**src/rtl/fdc_dp_pkg.sv**
```systemverilog
// Shared types for the disk controller host data port.
package fdc_dp_pkg;
    // Phase of the current command as seen by the data port.
    typedef enum logic [2:0] {
        PH_CMD    = 3'd0,
        PH_EXEC   = 3'd1,
        PH_ZFILL  = 3'd2,
        PH_DRAIN  = 3'd3,
        PH_RESULT = 3'd4
    } dp_phase_t;
endpackage

```
**src/rtl/fdc_dp_fifo.sv**
```systemverilog
// Byte store of the data port: a circular buffer with a count and a flush.
// Assumes the caller never pushes when full or pops when empty.
module fdc_dp_fifo #(
    parameter int DW    = 8,
    parameter int DEPTH = 16,
    localparam int AW   = $clog2(DEPTH),
    localparam int CW   = $clog2(DEPTH + 1)
) (
    input  logic          clk,
    input  logic          rst_n,
    input  logic          flush,
    input  logic          push,
    input  logic          pop,
    input  logic [DW-1:0] wdata,
    output logic [DW-1:0] rdata,
    output logic [CW-1:0] count
);
    logic [DW-1:0] mem [DEPTH];
    logic [AW-1:0] wr_ptr, rd_ptr;

    // Storage write; contents need no reset.
    always_ff @(posedge clk) begin
        if (push && !flush) mem[wr_ptr] <= wdata;
    end

    // Pointer and occupancy update, flush empties the buffer.
    always_ff @(posedge clk) begin
        if (!rst_n || flush) begin
            wr_ptr <= '0;
            rd_ptr <= '0;
            count  <= '0;
        end else begin
            if (push) wr_ptr <= (wr_ptr == AW'(DEPTH - 1)) ? '0 : wr_ptr + 1'b1;
            if (pop)  rd_ptr <= (rd_ptr == AW'(DEPTH - 1)) ? '0 : rd_ptr + 1'b1;
            count <= count + CW'(push) - CW'(pop);
        end
    end

    assign rdata = mem[rd_ptr];
endmodule

```
**src/rtl/fdc_dp_flow.sv**
```systemverilog
// Combinational handshake logic: status flags, service request and the
// push/pop decisions for both ends. Assumes thresh is already at least 1.
module fdc_dp_flow
    import fdc_dp_pkg::*;
#(
    parameter int DEPTH = 16,
    localparam int CW   = $clog2(DEPTH + 1),
    localparam int TW   = $clog2(DEPTH)
) (
    input  dp_phase_t     phase,
    input  logic          dir_rd,
    input  logic          fifo_mode,
    input  logic [TW-1:0] thresh,
    input  logic [CW-1:0] count,
    input  logic          host_wr,
    input  logic          host_rd,
    input  logic          core_stb,
    output logic          rqm,
    output logic          dio,
    output logic          svc,
    output logic          core_acc,
    output logic          core_err,
    output logic          push,
    output logic          pop
);
    logic [CW-1:0] cap;
    logic [CW-1:0] free_sp;
    logic          full, empty, host_acc;

    // Capacity, fill state and per-phase flags.
    always_comb begin
        cap      = (fifo_mode && phase == PH_EXEC) ? CW'(DEPTH) : CW'(1);
        full     = (count >= cap);
        empty    = (count == '0);
        free_sp  = CW'(DEPTH) - count;
        rqm      = 1'b0;
        dio      = 1'b0;
        svc      = 1'b0;
        core_acc = 1'b0;
        core_err = 1'b0;
        case (phase)
            PH_CMD: begin
                rqm      = !full;
                core_acc = core_stb && !empty;
            end
            PH_RESULT: begin
                dio      = 1'b1;
                rqm      = !empty;
                core_acc = core_stb && !full;
            end
            PH_EXEC: begin
                dio = dir_rd;
                if (dir_rd) begin
                    rqm      = !empty;
                    core_acc = core_stb && !full;
                    core_err = core_stb && full;
                end else begin
                    rqm      = !full;
                    core_acc = core_stb && !empty;
                    core_err = core_stb && empty;
                end
                if (fifo_mode)
                    svc = dir_rd ? (count >= CW'(thresh)) : (free_sp >= CW'(thresh));
                else
                    svc = rqm;
            end
            PH_DRAIN: begin
                dio = 1'b1;
                rqm = !empty;
                svc = !empty;
            end
            default: ;
        endcase
    end

    // Host transfers only under RQM; direction picks which end pushes.
    assign host_acc = rqm && (dio ? host_rd : host_wr);
    assign push     = dio ? core_acc : host_acc;
    assign pop      = dio ? host_acc : core_acc;
endmodule

```
**src/rtl/fdc_dp_seq.sv**
```systemverilog
// Phase sequencer: configuration, sector byte counting, error flags and the
// end-of-execution pulses. Assumes sector_len >= 1 and at most one of
// cmd_start / exec_start per cycle.
module fdc_dp_seq
    import fdc_dp_pkg::*;
#(
    parameter int DEPTH = 16,
    parameter int SECW  = 12,
    localparam int CW   = $clog2(DEPTH + 1),
    localparam int TW   = $clog2(DEPTH),
    localparam int SW1  = SECW + 1
) (
    input  logic            clk,
    input  logic            rst_n,
    input  logic            cfg_load,
    input  logic            cfg_fifo_en,
    input  logic [TW-1:0]   cfg_thresh,
    input  logic            cmd_start,
    input  logic            exec_start,
    input  logic            exec_rd,
    input  logic [SECW-1:0] sector_len,
    input  logic            core_stb,
    input  logic            core_acc,
    input  logic            core_err,
    input  logic [CW-1:0]   fifo_cnt,
    output dp_phase_t       phase,
    output logic            dir_rd,
    output logic            fifo_mode,
    output logic [TW-1:0]   thresh,
    output logic            flush,
    output logic            done,
    output logic            crc_req,
    output logic            overrun,
    output logic            underrun
);
    logic [SECW-1:0] sec_cnt;
    logic [TW-1:0]   th_q;
    logic            beat, last_beat, wr_end, starting;

    // Configuration register, bypass mode after reset.
    always_ff @(posedge clk) begin
        if (!rst_n) begin
            fifo_mode <= 1'b0;
            th_q      <= TW'(1);
        end else if (cfg_load) begin
            fifo_mode <= cfg_fifo_en;
            th_q      <= cfg_thresh;
        end
    end

    assign thresh    = (th_q == '0) ? TW'(1) : th_q;
    assign starting  = cmd_start || exec_start;
    assign beat      = (phase == PH_EXEC && (core_acc || core_err)) ||
                       (phase == PH_ZFILL && core_stb);
    assign last_beat = beat && ((SW1'(sec_cnt) + 1'b1) == SW1'(sector_len));
    assign wr_end    = !starting && !dir_rd && last_beat;
    assign flush     = starting || wr_end;

    // Phase transitions, sector count, sticky flags and end pulses.
    always_ff @(posedge clk) begin
        if (!rst_n) begin
            phase    <= PH_CMD;
            dir_rd   <= 1'b0;
            sec_cnt  <= '0;
            overrun  <= 1'b0;
            underrun <= 1'b0;
            done     <= 1'b0;
            crc_req  <= 1'b0;
        end else begin
            done    <= 1'b0;
            crc_req <= 1'b0;
            if (cmd_start) begin
                phase    <= PH_CMD;
                overrun  <= 1'b0;
                underrun <= 1'b0;
            end else if (exec_start) begin
                phase    <= PH_EXEC;
                dir_rd   <= exec_rd;
                sec_cnt  <= '0;
                overrun  <= 1'b0;
                underrun <= 1'b0;
            end else begin
                if (beat) sec_cnt <= sec_cnt + 1'b1;
                case (phase)
                    PH_EXEC: begin
                        if (core_err && dir_rd) begin
                            overrun <= 1'b1;
                            phase   <= PH_DRAIN;
                        end else if (core_err) begin
                            underrun <= 1'b1;
                            phase    <= last_beat ? PH_RESULT : PH_ZFILL;
                            done     <= last_beat;
                            crc_req  <= last_beat;
                        end else if (last_beat) begin
                            if (dir_rd) begin
                                phase <= PH_DRAIN;
                            end else begin
                                phase   <= PH_RESULT;
                                done    <= 1'b1;
                                crc_req <= 1'b1;
                            end
                        end
                    end
                    PH_ZFILL: begin
                        if (last_beat) begin
                            phase   <= PH_RESULT;
                            done    <= 1'b1;
                            crc_req <= 1'b1;
                        end
                    end
                    PH_DRAIN: begin
                        if (fifo_cnt == '0) begin
                            phase <= PH_RESULT;
                            done  <= 1'b1;
                        end
                    end
                    default: ;
                endcase
            end
        end
    end
endmodule

```
**src/rtl/fdc_data_port.sv**
```systemverilog
// Host data port of a disk controller: single-byte register in command and
// result phases, optional FIFO with service threshold during execution,
// underrun zero fill and overrun drain. Synchronous active-low reset.
module fdc_data_port
    import fdc_dp_pkg::*;
#(
    parameter int DW    = 8,
    parameter int DEPTH = 16,
    parameter int SECW  = 12,
    localparam int TW   = $clog2(DEPTH)
) (
    input  logic            clk,
    input  logic            rst_n,
    input  logic            cfg_load,
    input  logic            cfg_fifo_en,
    input  logic [TW-1:0]   cfg_thresh,
    input  logic            cmd_start,
    input  logic            exec_start,
    input  logic            exec_rd,
    input  logic [SECW-1:0] sector_len,
    input  logic            host_wr,
    input  logic            host_rd,
    input  logic [DW-1:0]   host_wdata,
    output logic [DW-1:0]   host_rdata,
    output logic            msr_rqm,
    output logic            msr_dio,
    output logic            svc_req,
    input  logic            core_stb,
    input  logic [DW-1:0]   core_wdata,
    output logic [DW-1:0]   core_rdata,
    output logic            done,
    output logic            crc_req,
    output logic            overrun,
    output logic            underrun
);
    localparam int CW = $clog2(DEPTH + 1);

    dp_phase_t     phase;
    logic          dir_rd, fifo_mode, flush, core_acc, core_err, push, pop;
    logic [TW-1:0] thresh;
    logic [CW-1:0] fifo_cnt;
    logic [DW-1:0] fifo_rdata, push_data;

    fdc_dp_seq #(.DEPTH(DEPTH), .SECW(SECW)) u_seq (
        .clk(clk), .rst_n(rst_n),
        .cfg_load(cfg_load), .cfg_fifo_en(cfg_fifo_en), .cfg_thresh(cfg_thresh),
        .cmd_start(cmd_start), .exec_start(exec_start), .exec_rd(exec_rd),
        .sector_len(sector_len), .core_stb(core_stb),
        .core_acc(core_acc), .core_err(core_err), .fifo_cnt(fifo_cnt),
        .phase(phase), .dir_rd(dir_rd), .fifo_mode(fifo_mode), .thresh(thresh),
        .flush(flush), .done(done), .crc_req(crc_req),
        .overrun(overrun), .underrun(underrun)
    );

    fdc_dp_flow #(.DEPTH(DEPTH)) u_flow (
        .phase(phase), .dir_rd(dir_rd), .fifo_mode(fifo_mode), .thresh(thresh),
        .count(fifo_cnt), .host_wr(host_wr), .host_rd(host_rd), .core_stb(core_stb),
        .rqm(msr_rqm), .dio(msr_dio), .svc(svc_req),
        .core_acc(core_acc), .core_err(core_err), .push(push), .pop(pop)
    );

    // The filling end depends on direction: core in read phases, host otherwise.
    assign push_data = msr_dio ? core_wdata : host_wdata;

    fdc_dp_fifo #(.DW(DW), .DEPTH(DEPTH)) u_fifo (
        .clk(clk), .rst_n(rst_n), .flush(flush),
        .push(push), .pop(pop), .wdata(push_data),
        .rdata(fifo_rdata), .count(fifo_cnt)
    );

    assign host_rdata = fifo_rdata;
    // Zero bytes go to the disk while filling or when nothing is held.
    assign core_rdata = (phase == PH_ZFILL || fifo_cnt == '0) ? '0 : fifo_rdata;
endmodule

```
**config.mk**
```make
export PLATFORM = sky130hd
export DESIGN_NAME = fdc_data_port
export DESIGN_NICKNAME = d
export VERILOG_FILES = /design/src/rtl/fdc_dp_pkg.sv /design/src/rtl/fdc_dp_fifo.sv /design/src/rtl/fdc_dp_flow.sv /design/src/rtl/fdc_dp_seq.sv /design/src/rtl/fdc_data_port.sv
export SDC_FILE = /design/constraint.sdc
export NUM_CORES = 1
export LEC_CHECK = 0
export ABC_CLOCK_PERIOD_IN_PS = 9900
export BUFFER_PORTS_ARGS = -buffer_cell sky130_fd_sc_hd__buf_4
export CORE_MARGIN = 2
export CORE_UTILIZATION = 35
export CTS_BUF_LIST = sky130_fd_sc_hd__clkbuf_2 sky130_fd_sc_hd__clkbuf_4 sky130_fd_sc_hd__clkbuf_8
export DETAILED_ROUTE_END_ITERATION = 6
export HOLD_SLACK_MARGIN = 0.02
export SYNTH_ARGS = -nofsm -noshare
export SYNTH_HDL_FRONTEND = slang
export SYNTH_SLANG_ARGS = --single-unit
```
**constraint.sdc**
```tcl
create_clock -name clk -period 9.9 [get_ports clk]
set_input_delay 1.485 -clock clk [delete_from_list [all_inputs] [get_ports clk]]
set_output_delay 1.485 -clock clk [all_outputs]
set_load 0.005 [all_outputs]
```
After elaboration in Yosys (flattened, before gate mapping)
Memories as Yosys holds them, arrays and structs flattened. A register that Yosys moved wholly into a read port is not among the register bits.
Index checks and enable logic that the tools add are counted.
Widths: inputs -> output; s select.
{ "classes": {"reduce_logical": 40, "n_bitwise": 3, "n_mux": 42, "n_eq_ne": 13, "magnitude_cmp": 3, "addsub": 7} }
{ "op_table": {"columns": ["cell", "n"], "rows": [
  ["$mux 12", 2],
  ["$mux 3", 7],
  ["$mux 4", 5],
  ["$mux 1", 18],
  ["$mux 8", 2],
  ["$add 12x1->13 const B", 1],
  ["$eq 13x12->1", 1],
  ["$logic_and 1x1->1", 13],
  ["$add 12x1->12 const B", 1],
  ["$ge 5x4->1", 2],
  ["$pmux 1 s3", 3],
  ["$pmux 3 s3", 1],
  ["$add 4x1->4 const B", 2],
  ["$eq 4x4->1 const B", 2],
  ["$reduce_and 4->1", 2],
  ["$eq 3x2->1 const B", 2],
  ["$logic_not 1->1", 6],
  ["$logic_or 1x1->1", 6],
  ["$ne 3x2->1 const B", 2],
  ["$pmux 1 s2", 3],
  ["$reduce_and 2->1", 3],
  ["$add 5x1->5", 1],
  ["$ge 5x5->1", 1],
  ["$logic_not 5->1", 1],
  ["17 further kinds", 21]
]} }
{ "totals": {"wordCells": 122, "ramBits": 128, "ff_bits": 38, "output_inout_bits": 23, "mem_count": 1} }
{ "memory_table": {"columns": ["memory", "words", "word_bits", "rd", "rd_ports_with_merged_regs", "wr", "line_no", "source"], "rows": [
  ["u_fifo.mem", 16, 8, 1, 1, 1, "fdc_dp_fifo.sv:18", "logic [DW-1:0] mem [DEPTH];"]
]} }

Logic depth before layout (Yosys ltp)
Gate-level depths: netlist of run 1.
{ "depth": {"depth_word": 18, "depth_mapped": 21, "depth_no_buf": 20} }

By module
A second synthesis of run 1 with hierarchy kept.
{ "unflattened": {"hier_cells": 622, "hier_area_um2": 8234.1} }
{ "by_module_without_submodules": {"columns": ["module", "instances", "area_per_inst_um2", "cells_per_inst", "seq_area_each_um2"], "rows": [
  ["fdc_dp_fifo", 1, 5786.8, 303, 4184.0],
  ["fdc_dp_seq", 1, 1734.2, 224, 500.5],
  ["fdc_dp_flow", 1, 490.5, 67, 0.0],
  ["fdc_data_port", 1, 222.7, 28, 0.0]
]} }

Least setup slack after synthesis of run 1
No wires, ideal clock.
{ "synth_timing": {"path_kind": "input-to-reg", "startpoint": "in host_wr", "endpoint": "reg u_fifo.count[4]", "setup_slack_ns": 6.310, "arrival_time_ns": 3.459, "path_stages": 14, "required_ns": 9.769, "cell_sequence": "a22oi_1 nor3b_1 clkinv_1 ha_1 inv_1 ha_1 inv_1 fa_1 nor2_1 nor2_1 nor2_1 nor2_1 xnor2_1 nor3_1"} }
{ "synth_between": {"elab_chain_cells": 5} }
{ "synth_lines": {"columns": ["element", "line_no", "source"], "rows": [
  ["start: declaration", "fdc_data_port.sv:21", "input logic host_wr,"],
  ["$mux 1 *", "fdc_dp_flow.sv:77", "assign host_acc = rqm && (dio ? host_rd : host_wr);"],
  ["$logic_and 1x1->1 *", "fdc_dp_flow.sv:77", null],
  ["$mux 1", "fdc_dp_flow.sv:78", "assign push = dio ? core_acc : host_acc;"],
  ["$add 5x1->5", "fdc_dp_fifo.sv:35", "count <= count + CW'(push) - CW'(pop);"],
  ["$sub 5x1->5 *", "fdc_dp_fifo.sv:35", null],
  ["end signal: assignment", "fdc_dp_fifo.sv:35", null],
  ["end: declaration", "fdc_dp_fifo.sv:16", "output logic [CW-1:0] count"]
]} }
Every way passes the cells marked *; elsewhere a longest branch is shown, timed or not.
A chain may end at the register's enable or synchronous reset.

==> results of run 1 <==
==> worst paths after layout <==
path,to,cells after the start
max,core_rdata[2],4
min,u_seq.th_q[1],2
max reg2reg,u_fifo.count[4],21
min reg2reg,u_seq.th_q[1],2
==> placed cells by master (no fill, tap or decap), types with 9 or more instances in the layout <==
cell / instances
and2_1: 11
nand2_1: 30
ha_1: 25
nand3_1: 12
nor2_1: 47
a21oi_1: 23
nor3_1: 22
edfxtp_1: 128
buf_4: 68
xnor2_1: 15
clkbuf_8: 17
xor2_1: 9
inv_1: 22
mux2i_1: 11
nand2b_1: 10
dfxtp_1: 41
o21ai_0: 19
mux4_2: 40
==> stage by stage <==
stage	area [sq um]	utilization (%)	power [mW]	instances
final	9016	41.06	1.346	923
after global routing	9016	41.06	1.397	923
after CTS	9016	41.06	1.358	923
after detailed placement	8612	39.22	0.8758	891
after global placement	8612	39.22	0.8733	891
after floorplan	7885	-	0.8367	573
==> sequential cells by signal, indices dropped and copies added, names as in the netlist, named ones only <==
register	cells
u_seq.phase	3
u_seq.dir_rd	1
u_seq.th_q	4
u_seq.sec_cnt	12
u_seq.fifo_mode	1
u_seq.underrun	1
u_fifo.mem	128
u_seq.overrun	1
u_fifo.count	5
u_fifo.wr_ptr	4
u_fifo.rd_ptr	4
u_seq.crc_req	1
u_seq.done	1
==> power by group <==
group | internal [mW] | switching (mW) | total, mW
registers | 0.769 | 0.00453 | 0.774
logic | 0.0384 | 0.0470 | 0.0854
clock network | 0.194 | 0.292 | 0.487
==> metal layers <==
layer | vias up | wire length, microns | global-route usage, % | part of all wire (%)
li1 | 2281 | - | - | -
met1 | 2415 | 7861 | 20.26 | 45
met2 | 169 | 8362 | 24.86 | 48
met3 | 16 | 1001 | 3.410 | 5.7
met4 | 0 | 250 | 3.872 | 1.4
met5 | - | 0 | 0 | 0
==> cells by family after synthesis <==
kind of cell,Yosys count,synth area share [%]
multiplexers,59,13.96
AO/OA/AOI/OAI,72,5.998
buffers and inverters,53,2.809
AND/OR/NAND/NOR,169,10.93
XOR/XNOR,24,2.666
flip-flops,170,59.41
adder cells (fa/ha/maj),26,4.221
==> area by class of cell <==
type | instances | area, sq um | share of cell area, %
Inverter | 23 | 86.33 | 0.9575
Clock buffer | 17 | 234.0 | 2.595
Timing Repair Buffer | 68 | 510.5 | 5.662
Sequential cell | 170 | 4686 | 51.97
Multi-Input combinational cell | 350 | 2979 | 33.04
Tap cell | 280 | 350.3 | 3.886
Clock inverter | 15 | 170.2 | 1.887
==> worst reg2reg max path, delay by kind of cell, from the launching register on <==
family                   cells  cell delay, ns
flip-flops                   1            0.56
adder cells (fa/ha/maj)      4            1.20
XOR/XNOR                     1            0.14
AND/OR/NAND/NOR             10            1.15
AO/OA/AOI/OAI                2            0.43
buffers and inverters        4            0.63
==> impl_metrics.yaml, run 1 <==
detailed_routing:
  route.detailed.drc: 0
  route.vias.total: 4881
  finalWirelength_microns: 17480
  drt_iter0_markers: 324
  post_drt_wl_per_cell_microns: 18.93
  postRouteAntennaNets: 0
  viasPerCell: 5.288
  first_pass_iters: 5
timing:
  tightestPinTransition_ns: 1.285
  fin_ws_ns: 5.395
  max_freq_ghz: 0.2220
  setup_viol: 0
  hold_slack_ns: 0.5172
  finalHoldViolCount: 0
  finClkSkew_ns: 0.01795
  fin_crit_sh_pct: 45.51
  rsz0062_at_grt: "false"
  finalCriticalPeriod_ns: 4.505
  slew_violations: 0
  relSlewSlack_pct: 13.65
  tns_ns: 0
synth:
  ys_ff_latch: 170
  synthTopCellsByCount: "edfxtp_1 (128), nor2_1 (47), dfxtp_1 (42)"
  ys_warn_count: 0
  yosys.cell_types.count: 57
  synth.area.top_cells: "edfxtp_1 (49%), mux4_2 (11%), dfxtp_1 (11%), ha_1 (4.0%), nor2_1 (2.2%)"
  synth_most_common_cell: "edfxtp_1"
  synth_flop_cell: "edfxtp_1"
  ys_async_sr_fraction_pct: 0
  synth_edf_count: 128
  syn_inst: 573
  yosys.area.top_type: "edfxtp_1"
  synth.yosys.seq_area_share_pct: 59.41
  avgSynthCellArea_sq_um: 13.76
  syn_nets: 641
  syn_area_sq_mm: 0.007885
  yosysTopAreaCellShare_pct: 48.75
worst_setup_path:
  critPathArrivalTime_ns: 3.02
  reg2reg_slack_ns: 5.63
  cp_top_family: "multiplexers"
  crit_buf_inv: 1
  crit_fanout: 32
  r2r_start: "u_seq.phase[0]"
  cp_slowest_cell: "dfxtp_2"
  critical_path.max_stage_delay_ns: 1.09
  path_cells: "mux4_2 -> mux4_2 -> and2_1 -> buf_4"
  critPathCaptureType: "primary output"
  required_ns: 8.42
  critPathLaunchType: "register"
  critPathMostFrequentCell: "mux4_2"
  crit_type: "register to primary output"
global_routing:
  grt_pass1_vias: 4888
  antenna_found_initial: 0
  grt_pass1_wl_microns: 27210
  grt_max_degree: 33
  grt_overflow: 0
  grt_usage_pct: 15.08
run:
  maxCapViolCount: 0
worst_hold_path:
  hp-start: "u_seq.th_q[1]"
  min-delay-path-class: "register to register"
clocking:
  postCtsSetupBuffers: 0
  numCtsBuffers: 17
  cts.repair.resized: 0
  cts_root_buffer: "clkbuf_8"
  clock_sinks: 170
  clock_path_buffers: 2
  hold_buffers: 0
  htreeDepth: 4
  clock_latency_ns: 0.46
  clk_pin_slew_ns: 0.10
  cts_tree: "built"
die:
  rows: 54
  die_w_microns: 154.1
  io_pins: 65
  dieArea_sq_mm: 0.02375
  start_util_pct: 35.91
  core-area_sq_mm: 0.02196
  dieHeight_microns: 154.1
run_status:
  status: "completed"
placement:
  post-dp-hpwl_microns: 12460
  globalplace.congestion: 0.8401
  post-place-ws_ns: 5.703
  place.port_buffers: 64
layout:
  drive_gt1_share_pct: 24.88
  diodes: 0
  fillers: 2015
  area_growth_syn_to_layout_pct: 14.34
  final_nets: 698
power_and_ir_drop:
  p_leak_nw: 3.001
  power_density_mw_per_mm2: 149.2
  max-vdd-ir-drop_v: 0.00008755
Power figures use the tool's default switching activity.
==> run 2, diff against run 1 <==
--- a/config.mk
+++ b/config.mk
@@ -5,7 +5,7 @@
 export SDC_FILE = /design/constraint.sdc
 export NUM_CORES = 1
 export LEC_CHECK = 0
-export ABC_CLOCK_PERIOD_IN_PS = 9900
+export ABC_CLOCK_PERIOD_IN_PS = 3650
 export BUFFER_PORTS_ARGS = -buffer_cell sky130_fd_sc_hd__buf_4
 export CORE_MARGIN = 2
 export CORE_UTILIZATION = 35
==> constraint.sdc (replaced) <==
create_clock -name clk -period 3.65 [get_ports clk]
set_input_delay 0.5475 -clock clk [delete_from_list [all_inputs] [get_ports clk]]
set_output_delay 0.5475 -clock clk [all_outputs]
set_load 0.005 [all_outputs]
==> run 2 against run 1 <==
Compared with the run above: hold slack got worse by 0.22 ns; combinational power grew to 2.9 times the previous value; non-clock buffer count rose by 17; via count is 1.9% higher; count of clock-buffer cells in the layout is the same; global-route usage rose by 0.60 points; sequential power rose to 2.7 times the previous value; power rose to 2.7 times the previous value; die area stayed put.
==> impl_metrics.yaml, run 2 (synthesis results as in run 1) <==
run_status:
  status: "completed"
die:
  start_util_pct: 35.91
  core-area_sq_mm: 0.02196
  dieArea_sq_mm: 0.02375
  io_pins: 65
  dieHeight_microns: 154.1
  die_w_microns: 154.1
  rows: 54
detailed_routing:
  first_pass_iters: 5
  drt_iter0_markers: 349
  route.detailed.drc: 0
  viasPerCell: 5.296
  postRouteAntennaNets: 0
  finalWirelength_microns: 17910
  route.vias.total: 4973
  post_drt_wl_per_cell_microns: 19.08
timing:
  hold_slack_ns: 0.2940
  relSlewSlack_pct: 37.04
  finalHoldViolCount: 0
  tightestPinTransition_ns: 0.9409
  tns_ns: 0
  finClkSkew_ns: 0.01485
  finalCriticalPeriod_ns: 3.333
  fin_crit_sh_pct: 91.32
  setup_viol: 0
  max_freq_ghz: 0.3000
  slew_violations: 0
  rsz0062_at_grt: "false"
layout:
  largest-register: "u_fifo.mem"
  fin_area_sq_mm: 0.009160
  top_regs: "u_fifo.mem: 128 flops, u_seq.sec_cnt: 12 flops, u_fifo.count: 5 flops"
  diodes: 0
  area_growth_syn_to_layout_pct: 16.17
  drive_gt1_share_pct: 26.86
  final_nets: 715
  largest_reg_flops: 128
  fillers: 1995
  final_cell_mix: "edfxtp_1 (128), buf_4 (84), nor2_1 (46)"
  final_common_cell: "edfxtp_1"
worst_setup_path:
  crit_start: "u_seq.phase[2]"
  critPathCapture: "u_fifo.count[4]"
  r2r_start: "u_seq.phase[2]"
  reg2reg_to: "u_fifo.count[4]"
  crit_fanout: 3
  critPathCaptureType: "register"
  crit_type: "register to register"
  rr_worst_depth: 20
  required_ns: 3.95
  critPathArrivalTime_ns: 3.64
  critPathLaunchType: "register"
  reg2reg_slack_ns: 0.32
run:
  maxCapViolCount: 0
clocking:
  clock_path_buffers: 2
  htreeDepth: 4
  numCtsBuffers: 17
  clock_latency_ns: 0.45
  cts_root_buffer: "clkbuf_8"
  hold_buffers: 0
  cts_tree: "built"
  clock_sinks: 170
  clk_pin_slew_ns: 0.09
global_routing:
  grt_max_degree: 33
  grt_usage_pct: 15.69
  antenna_found_initial: 0
  grt_pass1_wl_microns: 28340
  grt_overflow: 0
  grt_pass1_vias: 5105
power_and_ir_drop:
  max-vdd-ir-drop_v: 0.0002217
  power_density_mw_per_mm2: 402.1
  p_leak_nw: 3.090
placement:
  globalplace.congestion: 0.8994
  place.port_buffers: 64
  placedInstanceArea_sq_mm: 0.008745
  post-dp-hpwl_microns: 12110
worst_hold_path:
  min-delay-path-class: "input pin to register"
==> run 2: cell type report <==
cell class / instances / area (sq um) / share of cell area [%]
multi-input cells: 350 / 2993 / 32.67
clock inverters: 14 / 160.2 / 1.748
flip-flops and latches: 170 / 4686 / 51.15
inverters: 23 / 86.33 / 0.9425
repair buffers: 85 / 650.6 / 7.103
clock buffers: 17 / 234.0 / 2.554
well taps: 280 / 350.3 / 3.825
==> run 2: timing repair <==
item | CTS | global route
setup buffers | 0 | 1
gates resized for setup | 0 | 3
setup endpoints to repair | 0 | 1
==> run 2: stage by stage <==
step	util (%)	power (mW)	std cells	setup WS, ns
finish	41.72	3.683	939	0.3168
global route	41.72	3.828	939	0.01701
CTS	41.62	3.712	938	0.07300
detailed placement	39.82	2.381	907	0.1185
global placement	39.82	2.373	907	0.2250
floorplan	-	2.270	573	0.07520
==> run 2: worst min-delay path by stage <==
stage                           start                end  slack (ns)  cells after the start
finish                          rst_n      u_seq.th_q[0]        0.29                      2
CTS                             rst_n      u_seq.th_q[0]        0.27                      2
detailed placement     u_seq.underrun     u_seq.underrun        0.47                      2
global placement    u_seq.sec_cnt[10]  u_seq.sec_cnt[10]        0.48                      1
floorplan               u_seq.th_q[0]      u_seq.th_q[0]        0.44                      2
global route                    rst_n      u_seq.th_q[0]        0.27                      2
==> run 2: critical path, cell delays in order (launching register included) <==
cell	delay (ns)
dfxtp_1	0.32
nand2b_1	0.17
nor2_2	0.15
nand2_1	0.10
ha_1	0.29
nand2_1	0.06
o2111ai_1	0.10
a21oi_1	0.18
nor3b_4	0.23
clkinv_1	0.11
ha_1	0.29
inv_1	0.06
ha_1	0.15
inv_1	0.05
fa_1	0.40
nor2_1	0.10
nor2_1	0.05
nor2_1	0.08
nor2_1	0.06
xnor2_1	0.16
nor3_1	0.06
==> run 2: routing by layer <==
metal | share of wire (%) | global-route usage [%]
met1 | 43 | 20.80
met2 | 50 | 26.50
met3 | 5.8 | 3.467
met4 | 0.85 | 3.427
met5 | 0 | 0
==> run 2: report_power, final <==
| part | switching [mW] | internal, mW |
|---|---|---|
| Sequential | 0.00672 | 2.09 |
| Clock | 0.721 | 0.623 |
| Combinational | 0.132 | 0.114 |
| Total | 0.860 | 2.82 |
